===== config.mk =====
export PLATFORM = sky130hd
export DESIGN_NAME = ecs_serializer
export DESIGN_NICKNAME = d
export VERILOG_FILES = /design/src/rtl/ecs_pkg.sv /design/src/rtl/ecs_slot_timer.sv /design/src/rtl/ecs_mode_ctl.sv /design/src/rtl/ecs_word_latch.sv /design/src/rtl/ecs_frame_shifter.sv /design/src/rtl/ecs_serializer.sv
export SDC_FILE = /design/constraint.sdc
export NUM_CORES = 1
export LEC_CHECK = 0
export ABC_AREA = 1
export BUFFER_PORTS_ARGS = -buffer_cell sky130_fd_sc_hd__buf_4
export CAP_MARGIN = 40
export CORE_MARGIN = 1
export CORE_UTILIZATION = 25
export DETAILED_ROUTE_END_ITERATION = 8
export GPL_ROUTABILITY_DRIVEN = 0
export PLACE_DENSITY_LB_ADDON = 0.08
export SLEW_MARGIN = 5
export SYNTH_ARGS = -nofsm -noshare
export SYNTH_HDL_FRONTEND = slang
export SYNTH_SLANG_ARGS = --single-unit

===== constraint.sdc =====
create_clock -name clk -period 3.3 [get_ports clk]
set_clock_uncertainty 0.1 [all_clocks]
set_input_delay 0.33 -clock clk [delete_from_list [all_inputs] [get_ports clk]]
set_output_delay 0.33 -clock clk [all_outputs]
set_load 0.005 [all_outputs]

===== src/rtl/ecs_pkg.sv =====
package ecs_pkg;
  localparam int DATA_W  = 10;
  localparam int FRAME_W = DATA_W + 2;
  localparam int HALF_W  = FRAME_W / 2;

  typedef enum logic [1:0] {
    M_SLEEP = 2'd0,
    M_INIT  = 2'd1,
    M_SYNC  = 2'd2,
    M_DATA  = 2'd3
  } mode_e;

  // start bit at position 0 (sent first), stop bit at the top
  function automatic logic [FRAME_W-1:0] data_frame(input logic [DATA_W-1:0] d);
    return {1'b0, d, 1'b1};
  endfunction

  function automatic logic [FRAME_W-1:0] sync_frame();
    return {{HALF_W{1'b0}}, {HALF_W{1'b1}}};
  endfunction
endpackage


===== src/rtl/ecs_slot_timer.sv =====
module ecs_slot_timer #(
  parameter int FRAME_W = 12
) (
  input  logic clk,
  input  logic rst_n,
  input  logic awake,
  input  logic run,
  output logic slot_last,
  output logic slot_mid,
  output logic wclk
);
  localparam int CNT_W = $clog2(FRAME_W);
  localparam int HALF  = FRAME_W / 2;

  logic [CNT_W-1:0] cnt_q, cnt_d;
  logic             cnt_en;

  assign cnt_en    = 1'b1;
  assign slot_last = run && (cnt_q == CNT_W'(FRAME_W - 1));
  assign slot_mid  = run && (cnt_q == CNT_W'(HALF - 1));
  assign wclk      = awake && (cnt_q < CNT_W'(HALF));

  always_comb begin
    if (!run)           cnt_d = '0;
    else if (slot_last) cnt_d = '0;
    else                cnt_d = cnt_q + 1'b1;
  end

  always_ff @(posedge clk or negedge rst_n) begin
    if (!rst_n)      cnt_q <= '0;
    else if (cnt_en) cnt_q <= cnt_d;
  end
endmodule


===== src/rtl/ecs_mode_ctl.sv =====
module ecs_mode_ctl #(
  parameter int INIT_FRAMES = 510
) (
  input  logic          clk,
  input  logic          rst_n,
  input  logic          pwrdn_n,
  input  logic          sync_req,
  input  logic          slot_last,
  output ecs_pkg::mode_e mode_q,
  output logic          load,
  output logic          load_sync
);
  import ecs_pkg::*;
  localparam int ICNT_W = (INIT_FRAMES > 1) ? $clog2(INIT_FRAMES) : 1;

  mode_e             mode_d;
  logic [ICNT_W-1:0] icnt_q, icnt_d;
  logic              init_done;

  assign init_done = (icnt_q == ICNT_W'(INIT_FRAMES - 1));

  always_comb begin
    mode_d = mode_q;
    icnt_d = icnt_q;
    load   = 1'b0;
    if (mode_q == M_SLEEP) begin
      if (pwrdn_n) begin
        mode_d = M_INIT;
        icnt_d = '0;
        load   = 1'b1;
      end
    end else if (!pwrdn_n) begin
      mode_d = M_SLEEP;
    end else if (slot_last) begin
      load = 1'b1;
      if (mode_q == M_INIT && !init_done) begin
        icnt_d = icnt_q + 1'b1;
      end else begin
        mode_d = sync_req ? M_SYNC : M_DATA;
      end
    end
  end

  assign load_sync = (mode_d != M_DATA);

  always_ff @(posedge clk or negedge rst_n) begin
    if (!rst_n) begin
      mode_q <= M_SLEEP;
      icnt_q <= '0;
    end else begin
      mode_q <= mode_d;
      icnt_q <= icnt_d;
    end
  end
endmodule


===== src/rtl/ecs_word_latch.sv =====
module ecs_word_latch #(
  parameter int DATA_W = 10
) (
  input  logic              clk,
  input  logic              rst_n,
  input  logic              edge_sel,
  input  logic              slot_last,
  input  logic              slot_mid,
  input  logic [DATA_W-1:0] din,
  output logic [DATA_W-1:0] word_q
);
  logic cap_en;

  assign cap_en = edge_sel ? slot_mid : slot_last;

  always_ff @(posedge clk or negedge rst_n) begin
    if (!rst_n)      word_q <= '0;
    else if (cap_en) word_q <= din;
  end
endmodule


===== src/rtl/ecs_frame_shifter.sv =====
module ecs_frame_shifter #(
  parameter int DATA_W  = 10,
  parameter int FRAME_W = 12
) (
  input  logic              clk,
  input  logic              rst_n,
  input  logic              awake,
  input  logic              load,
  input  logic              load_sync,
  input  logic [DATA_W-1:0] word,
  output logic              bit_o
);
  import ecs_pkg::*;

  logic [FRAME_W-1:0] sh_q, sh_d;
  logic               sh_en;

  assign sh_en = load || awake;

  always_comb begin
    if (load)
      sh_d = load_sync ? sync_frame() : data_frame(word);
    else
      sh_d = {1'b0, sh_q[FRAME_W-1:1]};
  end

  always_ff @(posedge clk or negedge rst_n) begin
    if (!rst_n)     sh_q <= '0;
    else if (sh_en) sh_q <= sh_d;
  end

  assign bit_o = sh_q[0];
endmodule


===== src/rtl/ecs_serializer.sv =====
module ecs_serializer #(
  parameter int INIT_FRAMES = 510
) (
  input  logic       clk,
  input  logic       rst_n,
  input  logic       pwrdn_n,
  input  logic       den,
  input  logic       sync_a,
  input  logic       sync_b,
  input  logic       edge_sel,
  input  logic [9:0] din,
  output logic       wclk_o,
  output logic       ser_o,
  output logic       ser_oe
);
  import ecs_pkg::*;

  mode_e             mode_q;
  logic              awake, run;
  logic              slot_last, slot_mid;
  logic              load, load_sync;
  logic [DATA_W-1:0] word_q;
  logic              sh_bit;

  assign awake = (mode_q != M_SLEEP);
  assign run   = awake && pwrdn_n;

  ecs_slot_timer #(.FRAME_W(FRAME_W)) u_timer (
    .clk(clk), .rst_n(rst_n), .awake(awake), .run(run),
    .slot_last(slot_last), .slot_mid(slot_mid), .wclk(wclk_o)
  );

  ecs_mode_ctl #(.INIT_FRAMES(INIT_FRAMES)) u_mode (
    .clk(clk), .rst_n(rst_n), .pwrdn_n(pwrdn_n), .sync_req(sync_a | sync_b),
    .slot_last(slot_last), .mode_q(mode_q), .load(load), .load_sync(load_sync)
  );

  ecs_word_latch #(.DATA_W(DATA_W)) u_latch (
    .clk(clk), .rst_n(rst_n), .edge_sel(edge_sel), .slot_last(slot_last),
    .slot_mid(slot_mid), .din(din), .word_q(word_q)
  );

  ecs_frame_shifter #(.DATA_W(DATA_W), .FRAME_W(FRAME_W)) u_shift (
    .clk(clk), .rst_n(rst_n), .awake(awake), .load(load),
    .load_sync(load_sync), .word(word_q), .bit_o(sh_bit)
  );

  assign ser_oe = den && awake;
  assign ser_o  = ser_oe && sh_bit;
endmodule


-- Word-level counts from Yosys, hierarchy flattened
Index checks and enable logic that the tools add are counted.
- eq/ne operators: 5
- div/mod/pow operators: 0
- multiplexer cells: 20
- bitwise logic cells: 1
- $add $sub $neg: 2
- shifts and indexed selects: 0
- reductions and logical operators: 14
- magnitude comparators: 1
- multipliers: 0
- operators with widths (cell ; count):
    9-bit 2-to-1 mux ; 5
    12-bit 2-to-1 mux ; 1
    11-bit 2-to-1 mux ; 1
    2-bit 2-to-1 mux ; 5
    9-bit by 1-bit adder with 9-bit output (second input constant) ; 1
    9-bit equality test (second input constant) ; 1
    4-bit 2-to-1 mux ; 2
    1-bit logical AND ; 7
    1-bit 2-to-1 mux ; 6
    2-bit nonzero test ; 3
    4-bit by 1-bit adder with 4-bit output (second input constant) ; 1
    4-bit by 3-bit equality test with 1-bit output (second input constant) ; 1
    4-bit equality test (second input constant) ; 1
    4-bit by 3-bit < comparator with 1-bit output (second input constant) ; 1
    3-bit AND reduction ; 1
    2-bit by 1-bit equality test with 1-bit output (second input constant) ; 1
    2-bit zero test ; 1
    2-bit != test (second input constant) ; 1
    1-bit zero test ; 1
    1-bit logical OR ; 1
    1-bit OR ; 1
- logic and storage cells: 48
- flip-flop bits (word level): 37
- memories kept: 0
- memory bits (writable): 0
- output and inout port bits: 3
- ROM bits: 0
- latch bits: 0

-- Depth between registers and ports, before layout
Gate-level depths: netlist of run 1.
- depth in word-level cells: 10
- mapped depth: 11

-- Cells and area by module
Synthesis of run 1 repeated with hierarchy kept, for this count alone.
- cell total of the unflattened synthesis: 269
- area total of the unflattened synthesis: 2033.2 um2
- by module, submodules not included (module ; cells an instance ; area an instance (um2) ; sequential area each (um2) ; times used):
    ecs_mode_ctl ; 104 ; 757.0 ; 275.3 ; 1
    ecs_frame_shifter ; 83 ; 590.6 ; 275.3 ; 1
    ecs_word_latch ; 47 ; 424.2 ; 250.2 ; 1
    ecs_slot_timer ; 26 ; 216.5 ; 100.1 ; 1
    ecs_serializer ; 9 ; 45.0 ; 0.0 ; 1

-- Least setup slack after synthesis of run 1
Ideal clock, no wire load.
- kind: register -> register
- from: register u_mode.icnt_q[0]
- to: register u_shift.sh_q[1]
- setup slack: 1695 ps
- period minus slack after synthesis: 1605 ps
- data required time: 3079 ps
- cell stages (with the launch flop): 10
- arrival: 1384 ps
- buffers on the path: 0
- cell sequence: dfrtp_1 -> ha_1 -> nand2_1 -> nor2_1 -> nand2_1 -> nand2_1 -> nand2_1 -> nand3_2 -> o21bai_1 -> nand2_1
- longest elaborated chain between the ends: 10
- RTL lines (what ; RTL line ; text):
    start: declaration ; ecs_mode_ctl.sv:17 ; logic [ICNT_W-1:0] icnt_q, icnt_d;
    start signal: assignment ; ecs_mode_ctl.sv:52 ; icnt_q <= icnt_d;
    9-bit equality test ; ecs_mode_ctl.sv:20 ; assign init_done = (icnt_q == ICNT_W'(INIT_FRAMES - 1));
    1-bit zero test ; ecs_mode_ctl.sv:36 ; if (mode_q == M_INIT && !init_done) begin
    1-bit logical AND ; ecs_mode_ctl.sv:36 ;
    2-bit 2-to-1 mux ; ecs_mode_ctl.sv:36 ;
    2-bit 2-to-1 mux ; ecs_mode_ctl.sv:34 ; end else if (slot_last) begin
    2-bit 2-to-1 mux ; ecs_mode_ctl.sv:32 ; end else if (!pwrdn_n) begin
    2-bit 2-to-1 mux ; ecs_mode_ctl.sv:26 ; if (mode_q == M_SLEEP) begin
    2-bit != test ; ecs_mode_ctl.sv:44 ; assign load_sync = (mode_d != M_DATA);
    11-bit 2-to-1 mux ; ecs_frame_shifter.sv:22 ; sh_d = load_sync ? sync_frame() : data_frame(word);
    12-bit 2-to-1 mux ; ecs_frame_shifter.sv:21 ; if (load)
    end signal: assignment ; ecs_frame_shifter.sv:28 ; if (!rst_n) sh_q <= '0;
    end signal: assignment ; ecs_frame_shifter.sv:29 ; else if (sh_en) sh_q <= sh_d;
    end: declaration ; ecs_frame_shifter.sv:15 ; logic [FRAME_W-1:0] sh_q, sh_d;
No other way between the ends.
A chain may end at the register's enable or synchronous reset.

-- Final worst setup path of run 1
- from: register u_mode.mode_q[1]
- to: register u_mode.icnt_q[6]
- longest elaborated chain between the ends: 5
- elaborated cells on any way between the ends: 10
- RTL lines (what ; RTL line ; text):
    start: declaration ; ecs_mode_ctl.sv:9 ; output ecs_pkg::mode_e mode_q,
    start signal: assignment ; ecs_mode_ctl.sv:51 ; mode_q <= mode_d;
    2-bit nonzero test ; ecs_serializer.sv:25 ; assign awake = (mode_q != M_SLEEP);
    1-bit logical AND ; ecs_serializer.sv:26 ; assign run = awake && pwrdn_n;
    1-bit logical AND ; ecs_slot_timer.sv:19 ; assign slot_last = run && (cnt_q == CNT_W'(FRAME_W - 1));
    2-bit nonzero test (no source line) ; n/a ;
    3-bit AND reduction (no source line) ; n/a ;
Parallel ways exist; a longest one is shown, timed or not.

==> results of run 1 <==
==> cells in the mapped netlist <==
cell	instances	area, um2
a21oi_4	1	16.3
o21bai_1	5	37.5
inv_2	1	3.75
nand3_1	7	35.0
a21oi_1	9	45.0
nand2_2	2	12.5
o32ai_1	1	8.76
nor3_1	6	30.0
dfrtp_1	36	901
o22ai_1	1	6.26
a211oi_1	1	7.51
xnor2_1	1	8.76
nand3_2	1	10.0
nor2_4	1	11.3
nand4_1	5	31.3
o21ai_1	2	10.0
ha_1	4	50.1
nor2_1	19	71.3
or2_2	1	6.26
inv_1	31	116
buf_2	2	10.0
nor2_2	2	12.5
buf_4	2	15.0
buf_6	3	33.8
nand2_4	2	22.5
nand2_1	58	218
o31ai_2	3	37.5
a31oi_1	1	6.26
o21ai_0	17	85.1
o21ai_2	1	8.76
xor2_1	6	52.6
o31ai_1	1	7.51
==> worst min-delay path by stage <==
stage	cells past startpoint	startpoint	slack [ns]	to
final	3	din[5]	0.13	u_latch.word_q[5]
after global routing	3	din[8]	0.12	u_latch.word_q[8]
after CTS	3	din[5]	0.12	u_latch.word_q[5]
after detailed placement	1	rst_n	0.24	u_timer.cnt_q[0]
after global placement	1	rst_n	0.24	u_timer.cnt_q[3]
after floorplan	0	rst_n	-0.07	u_latch.word_q[0]
==> state kept, by name (all words and copies together) (netlist names) <==
name / count
u_shift.sh_q: 11
u_latch.word_q: 10
u_mode.icnt_q: 9
u_timer.cnt_q: 4
u_mode.mode_q: 2
==> final cells by class <==
type	instances	area [um2]	area share [%]
Tap cell	99	124	5.53
Timing Repair Buffer	21	160	7.15
Clock inverter	3	18.8	0.838
Sequential cell	36	901	40.2
Inverter	32	120	5.36
Multi-Input combinational cell	158	848	37.9
Clock buffer	5	68.8	3.07
==> kinds of logic (layout without fill, tap and decap cells) <==
| group | Yosys count | count (layout) | share of synthesized area [%] |
|---|---|---|---|
| AO/OA/AOI/OAI | 43 | 43 | 14.3 |
| flip-flops | 36 | 36 | 46.7 |
| AND/OR/NAND/NOR | 104 | 104 | 23.9 |
| buffers and inverters | 39 | 61 | 9.28 |
| adder cells (fa/ha/maj) | 4 | 4 | 2.60 |
| XOR/XNOR | 7 | 7 | 3.18 |
==> power by group through the flow <==
stage	clock network (W)	registers [W]	logic [W]
4_1_cts	0.000336	0.000468	0.0000912
2_1_floorplan	0	0.000474	0.0000527
3_3_place_gp	0	0.000477	0.0000904
6_report	0.000322	0.000468	0.0000883
5_1_grt	0.000356	0.000470	0.000102
3_5_place_dp	0	0.000476	0.0000902
==> worst max-delay path, delay by kind of cell (launching register included) <==
| family | cells | cell delay (ns) |
|---|---|---|
| DFF | 1 | 0.42 |
| buffers and inverters | 2 | 0.39 |
| and+or+nand+nor | 7 | 1.05 |
==> metal layers <==
metal,routed length [um],GRT usage [%]
met3,119,3.05
met5,0,0
met1,2070,14.8
met4,50,4.10
met2,1720,16.8
==> metrics by stage <==
step / hold slack (ns) / setup WS, ns / power, W / util (%) / std cells
finish: 0.131 / 1.23 / 0.000878 / 30.4 / 354
global route: 0.119 / 0.999 / 0.000928 / 30.4 / 354
CTS: 0.125 / 1.20 / 0.000895 / 30.4 / 354
detailed placement: 0.240 / 1.22 / 0.000567 / 29.1 / 345
global placement: 0.241 / 1.24 / 0.000567 / 29.1 / 345
floorplan: -0.0656 / 1.69 / 0.000527 / - / 233
==> what timing repair did <==
action / in CTS / in global routing
setup endpoints to repair: 0 / 0
endpoints found under the hold margin: 36 / 0
hold buffers: 1 / 0
==> run_results.csv, run 1 <==
group,metric,value,unit
final_layout,nets,275,
drt,drc_errors,0,
setup_path,r2r_cells,9,
drt,drtIter0Drc,39,
clocking,cts-resized-gates,0,
clocking,clk_latency,0.29,ns
die,row_count,31,
setup_path,arrival,2.16,ns
sta,setup_viol,0,
final_layout,area_growth,16.2,%
setup_path,crit_end,"u_mode.icnt_q[6]",
setup_path,path_max_fanout,14,
clocking,cts_buffers,5,
outcome,status,"finished clean",
final_layout,final_common_cell,"nand2_1",
die,start_util,26.2,%
die,core,7370,um2
placement,portBuffers,19,
pwr,power_frac_seq,53.3,%
global_route,grt_pass1_wl,6990,um
yosys,yosysWarnings,0,
pwr,switchingPower,0.000235,W
drt,vias_per_cell,4.21,
clocking,cts_tree,"built",
clocking,cts_sinks,36,
placement,placed_cell_area,2140,um2
drt,wl_per_cell,11.2,um
yosys,yosysSeqAreaShare,46.7,%
sta,final_hold_viol_count,0,
final_layout,drive_gt1_share,16.9,%
drt,drtAntennaViolNets,0,
pwr,intPower,0.000643,W
clocking,clk_pin_slew_worst_paths,0.08,ns
global_route,grt_usage,11.0,%
global_route,grt_pass1_vias,1428,
clocking,clk_path_buf_depth,2,
flow_run,max-cap-violations,0,
die,ios,20,
setup_path,slowest_delay,0.42,ns
pwr,power_frac_comb,10.1,%
pwr,power.density,392,nW/um2
setup_path,reg2reg_to,"u_mode.icnt_q[6]",
sta,drv_slew,0,
setup_path,regToRegSetupSlack,1.23,ns
clocking,post_cts_buffers,0,
setup_path,rr_startpoint,"u_mode.mode_q[1]",
die,fp.dieW,89.8,um
sta,maxSlewHeadroom,54.2,%
setup_path,cp_slowest_cell,"dfrtp_1",
sta,worst_pin_slew,0.687,ns
final_layout,fillerInstances,806,
pwr,sw_frac_of_total,26.7,%
global_route,grt_max_degree,37,
pwr,vdd_drop_max,0.000156,V
yosys,synth_seq_cells,36,
sta,max_freq,484,MHz
yosys,synth_fp_nets,254,
final_layout,final_cell_mix,"nand2_1 (58), dfrtp_1 (36), inv_1 (31), buf_4 (20), nor2_1 (19)",
sta,rsz0062_at_grt,"no",
drt,detail_route.wirelength,3950,um
sta,min_period,2.07,ns
global_route,gr-total-overflow,0,
sta,final.setup.tns,0,ns
global_route,antenna_found_initial,0,
setup_path,crit_chain,"nor2_2 -> buf_4 -> nor2_4 -> nand2_2 -> nand2_4 -> nand2_2 -> inv_1 -> nand2_1 -> nand2_1",
drt,via_count,1489,
worst_hold_path,hold_path.class,"primary input to flop",
yosys,synth_area,1930,um2
sta,fin_crit_sh,62.6,%
yosys,syn_inst,233,
setup_path,crit_required,3.39,ns
final_layout,diodes,0,
final_layout,stdcell_area,2240,um2
placement,hpwl,2790,um
die,dieArea,8070,um2
yosys,yosysUniqueCellTypes,32,
clocking,cts_root_buffer,"clkbuf_8",
clocking,cts_htree_levels,2,
drt,dr.pass1.iters,4,
pwr,power_frac_clock,36.7,%
setup_path,crit_start,"u_mode.mode_q[1]",
pwr,p_leak,1.03,nW
setup_path,worstSetupPathType,"flop to flop",
setup_path,start_kind,"flop",
yosys,avgSynthCellArea,8.28,um2
die,fp.dieH,89.8,um
setup_path,critPathCaptureType,"flop",
Power figures use the tool's default switching activity.
==> run 2: changes to the inputs <==
==> constraint.sdc (replaced) <==
create_clock -name clk -period 2 [get_ports clk]
set_clock_uncertainty 0.1 [all_clocks]
set_input_delay 0.2 -clock clk [delete_from_list [all_inputs] [get_ports clk]]
set_output_delay 0.2 -clock clk [all_outputs]
set_load 0.005 [all_outputs]
==> run_results.csv, run 2 (same netlist as run 1, synthesis figures left out) <==
group,metric,value,unit
outcome,status,"finished clean",
drt,via_count,1552,
pwr,power_frac_seq,48.8,%
sta,final.setup.tns,0,ns
setup_path,start_kind,"flop",
setup_path,arrival,1.87,ns
setup_path,crit_required,2.10,ns
clocking,clk_path_buf_depth,2,
die,fp.dieH,89.8,um
setup_path,critPathCaptureType,"flop",
die,ios,20,
sta,worst_pin_slew,0.486,ns
sta,drv_slew,0,
setup_path,path_max_fanout,10,
clocking,clk_pin_slew_worst_paths,0.08,ns
pwr,power_frac_clock,41.1,%
pwr,power.density,669,nW/um2
pwr,vdd_drop_max,0.000242,V
pwr,switchingPower,0.000383,W
die,row_count,31,
sta,holdWs,0.00983,ns
sta,timing.final.ws_setup,0.238,ns
sta,rsz0062_at_grt,"no",
final_layout,final_cell_mix,"nand2_1 (58), dfrtp_1 (36), inv_1 (31), buf_4 (28), nor2_1 (19)",
global_route,gr-total-overflow,0,
global_route,grt_max_degree,37,
pwr,p_leak,1.09,nW
global_route,grt_usage,11.7,%
final_layout,drive_gt1_share,18.8,%
sta,final_hold_viol_count,0,
global_route,grt_pass1_vias,1500,
sta,min_period,1.76,ns
clocking,cts_htree_levels,2,
final_layout,multi_input_area,861,um2
final_layout,ff_latch_area,901,um2
placement,dp_cells,353,
final_layout,reg_top3,"u_shift.sh_q x11, u_latch.word_q x10, u_mode.icnt_q x9",
clocking,cts_tree,"built",
drt,drc_errors,0,
die,core,7370,um2
final_layout,final_cells,365,
drt,drtIter0Drc,40,
drt,dr.pass1.iters,5,
final_layout,top_register,"u_shift.sh_q",
pwr,sw_frac_of_total,24.2,%
die,start_util,26.2,%
final_layout,fillerInstances,825,
clocking,post_cts_buffers,0,
final_layout,final_common_cell,"nand2_1",
global_route,grt_pass1_wl,7440,um
drt,detail_route.wirelength,4220,um
setup_path,worstSetupPathType,"flop to flop",
clocking,cts_buffers,5,
final_layout,diodes,0,
drt,wl_per_cell,11.6,um
flow_run,max-cap-violations,0,
worst_hold_path,hold_path.class,"primary input to flop",
final_layout,stdcell_area,2360,um2
sta,max_freq,568,MHz
final_layout,largest_reg_flops,11,
global_route,antenna_found_initial,0,
pwr,intPower,0.00120,W
placement,placed_cell_area,2200,um2
clocking,clk_latency,0.29,ns
die,dieArea,8070,um2
placement,place_ws,0.163,ns
sta,maxSlewHeadroom,67.6,%
drt,drtAntennaViolNets,0,
final_layout,nets,286,
sta,setup_viol,0,
placement,hpwl,3010,um
final_layout,area_growth,22.6,%
drt,vias_per_cell,4.25,
clocking,cts_root_buffer,"clkbuf_8",
clocking,cts_sinks,36,
sta,fin_crit_sh,88.1,%
die,fp.dieW,89.8,um
pwr,power_frac_comb,10.1,%
placement,portBuffers,19,
==> run 2: changes by cell type in the layout (fill, tap and decap cells not counted), sizes merged <==
cell	previous run	this run
dlygate4sd3	1	4
buf	20	28
clkinv	3	1
bufinv	0	1
clkbuf	5	6
==> run 2: worst paths after layout <==
kind	startpoint	to	slack (ns)	cells past startpoint
worst max-delay path	u_mode.icnt_q[0]	u_mode.icnt_q[4]	0.24	9
worst min-delay path	din[3]	u_latch.word_q[3]	0.01	3
worst max register to register	u_mode.icnt_q[0]	u_mode.icnt_q[4]	0.24	9
worst min register to register	u_shift.sh_q[1]	u_shift.sh_q[1]	0.38	2
max in group asynchronous	rst_n	u_mode.icnt_q[5]	1.15	2
min in group asynchronous	rst_n	u_shift.sh_q[8]	0.31	2
==> run 2: critical path, cell delays in order, from the launching register on <==
cell and delay (ns):
dfrtp_1 0.42, ha_1 0.22, nand2_1 0.06, nor2_1 0.03
nand2_1 0.13, nand2_1 0.14, nand2_1 0.13, nand2_4 0.11
buf_4 0.17, o31ai_2 0.16
==> run 2: final cells by class <==
cell class / count / area share [%]
timing repair buffer: 32 / 10.6
inverter: 32 / 5.08
sequential: 36 / 38.1
clock inverter: 2 / 1.48
multi-input combinational: 158 / 36.4
clock buffer: 6 / 3.07
tap: 99 / 5.24
==> run 2: per-layer routing <==
metal  routed length (um)  up-vias  track usage [%]
met5                    0        -                0
met4                   57        0             3.69
met3                  109        6             3.81
met2                 1960       17             18.0
met1                 2090      723             15.4
li1                     -      806                -
==> run 2: stage by stage <==
| step | utilization, % | power, W |
|---|---|---|
| 2_1_floorplan | - | 0.000870 |
| 3_3_place_gp | 29.9 | 0.000944 |
| 3_5_place_dp | 29.9 | 0.000943 |
| 4_1_cts | 31.9 | 0.00162 |
| 5_1_grt | 32.1 | 0.00168 |
| 6_report | 32.1 | 0.00158 |
==> run 2: power groups by stage <==
stage | Combinational (W) | Sequential, W | Clock (W)
floorplan | 0.0000870 | 0.000783 | 0
global placement | 0.000157 | 0.000787 | 0
detailed placement | 0.000157 | 0.000787 | 0
CTS | 0.000164 | 0.000772 | 0.000681
global route | 0.000185 | 0.000777 | 0.000716
finish | 0.000159 | 0.000772 | 0.000651
==> run 2: timing repair <==
action / CTS / global route
gates resized for setup: 0 / 2
endpoints found under the hold margin: 39 / 0
hold buffers: 4 / 0
endpoints found under the setup margin: 0 / 7
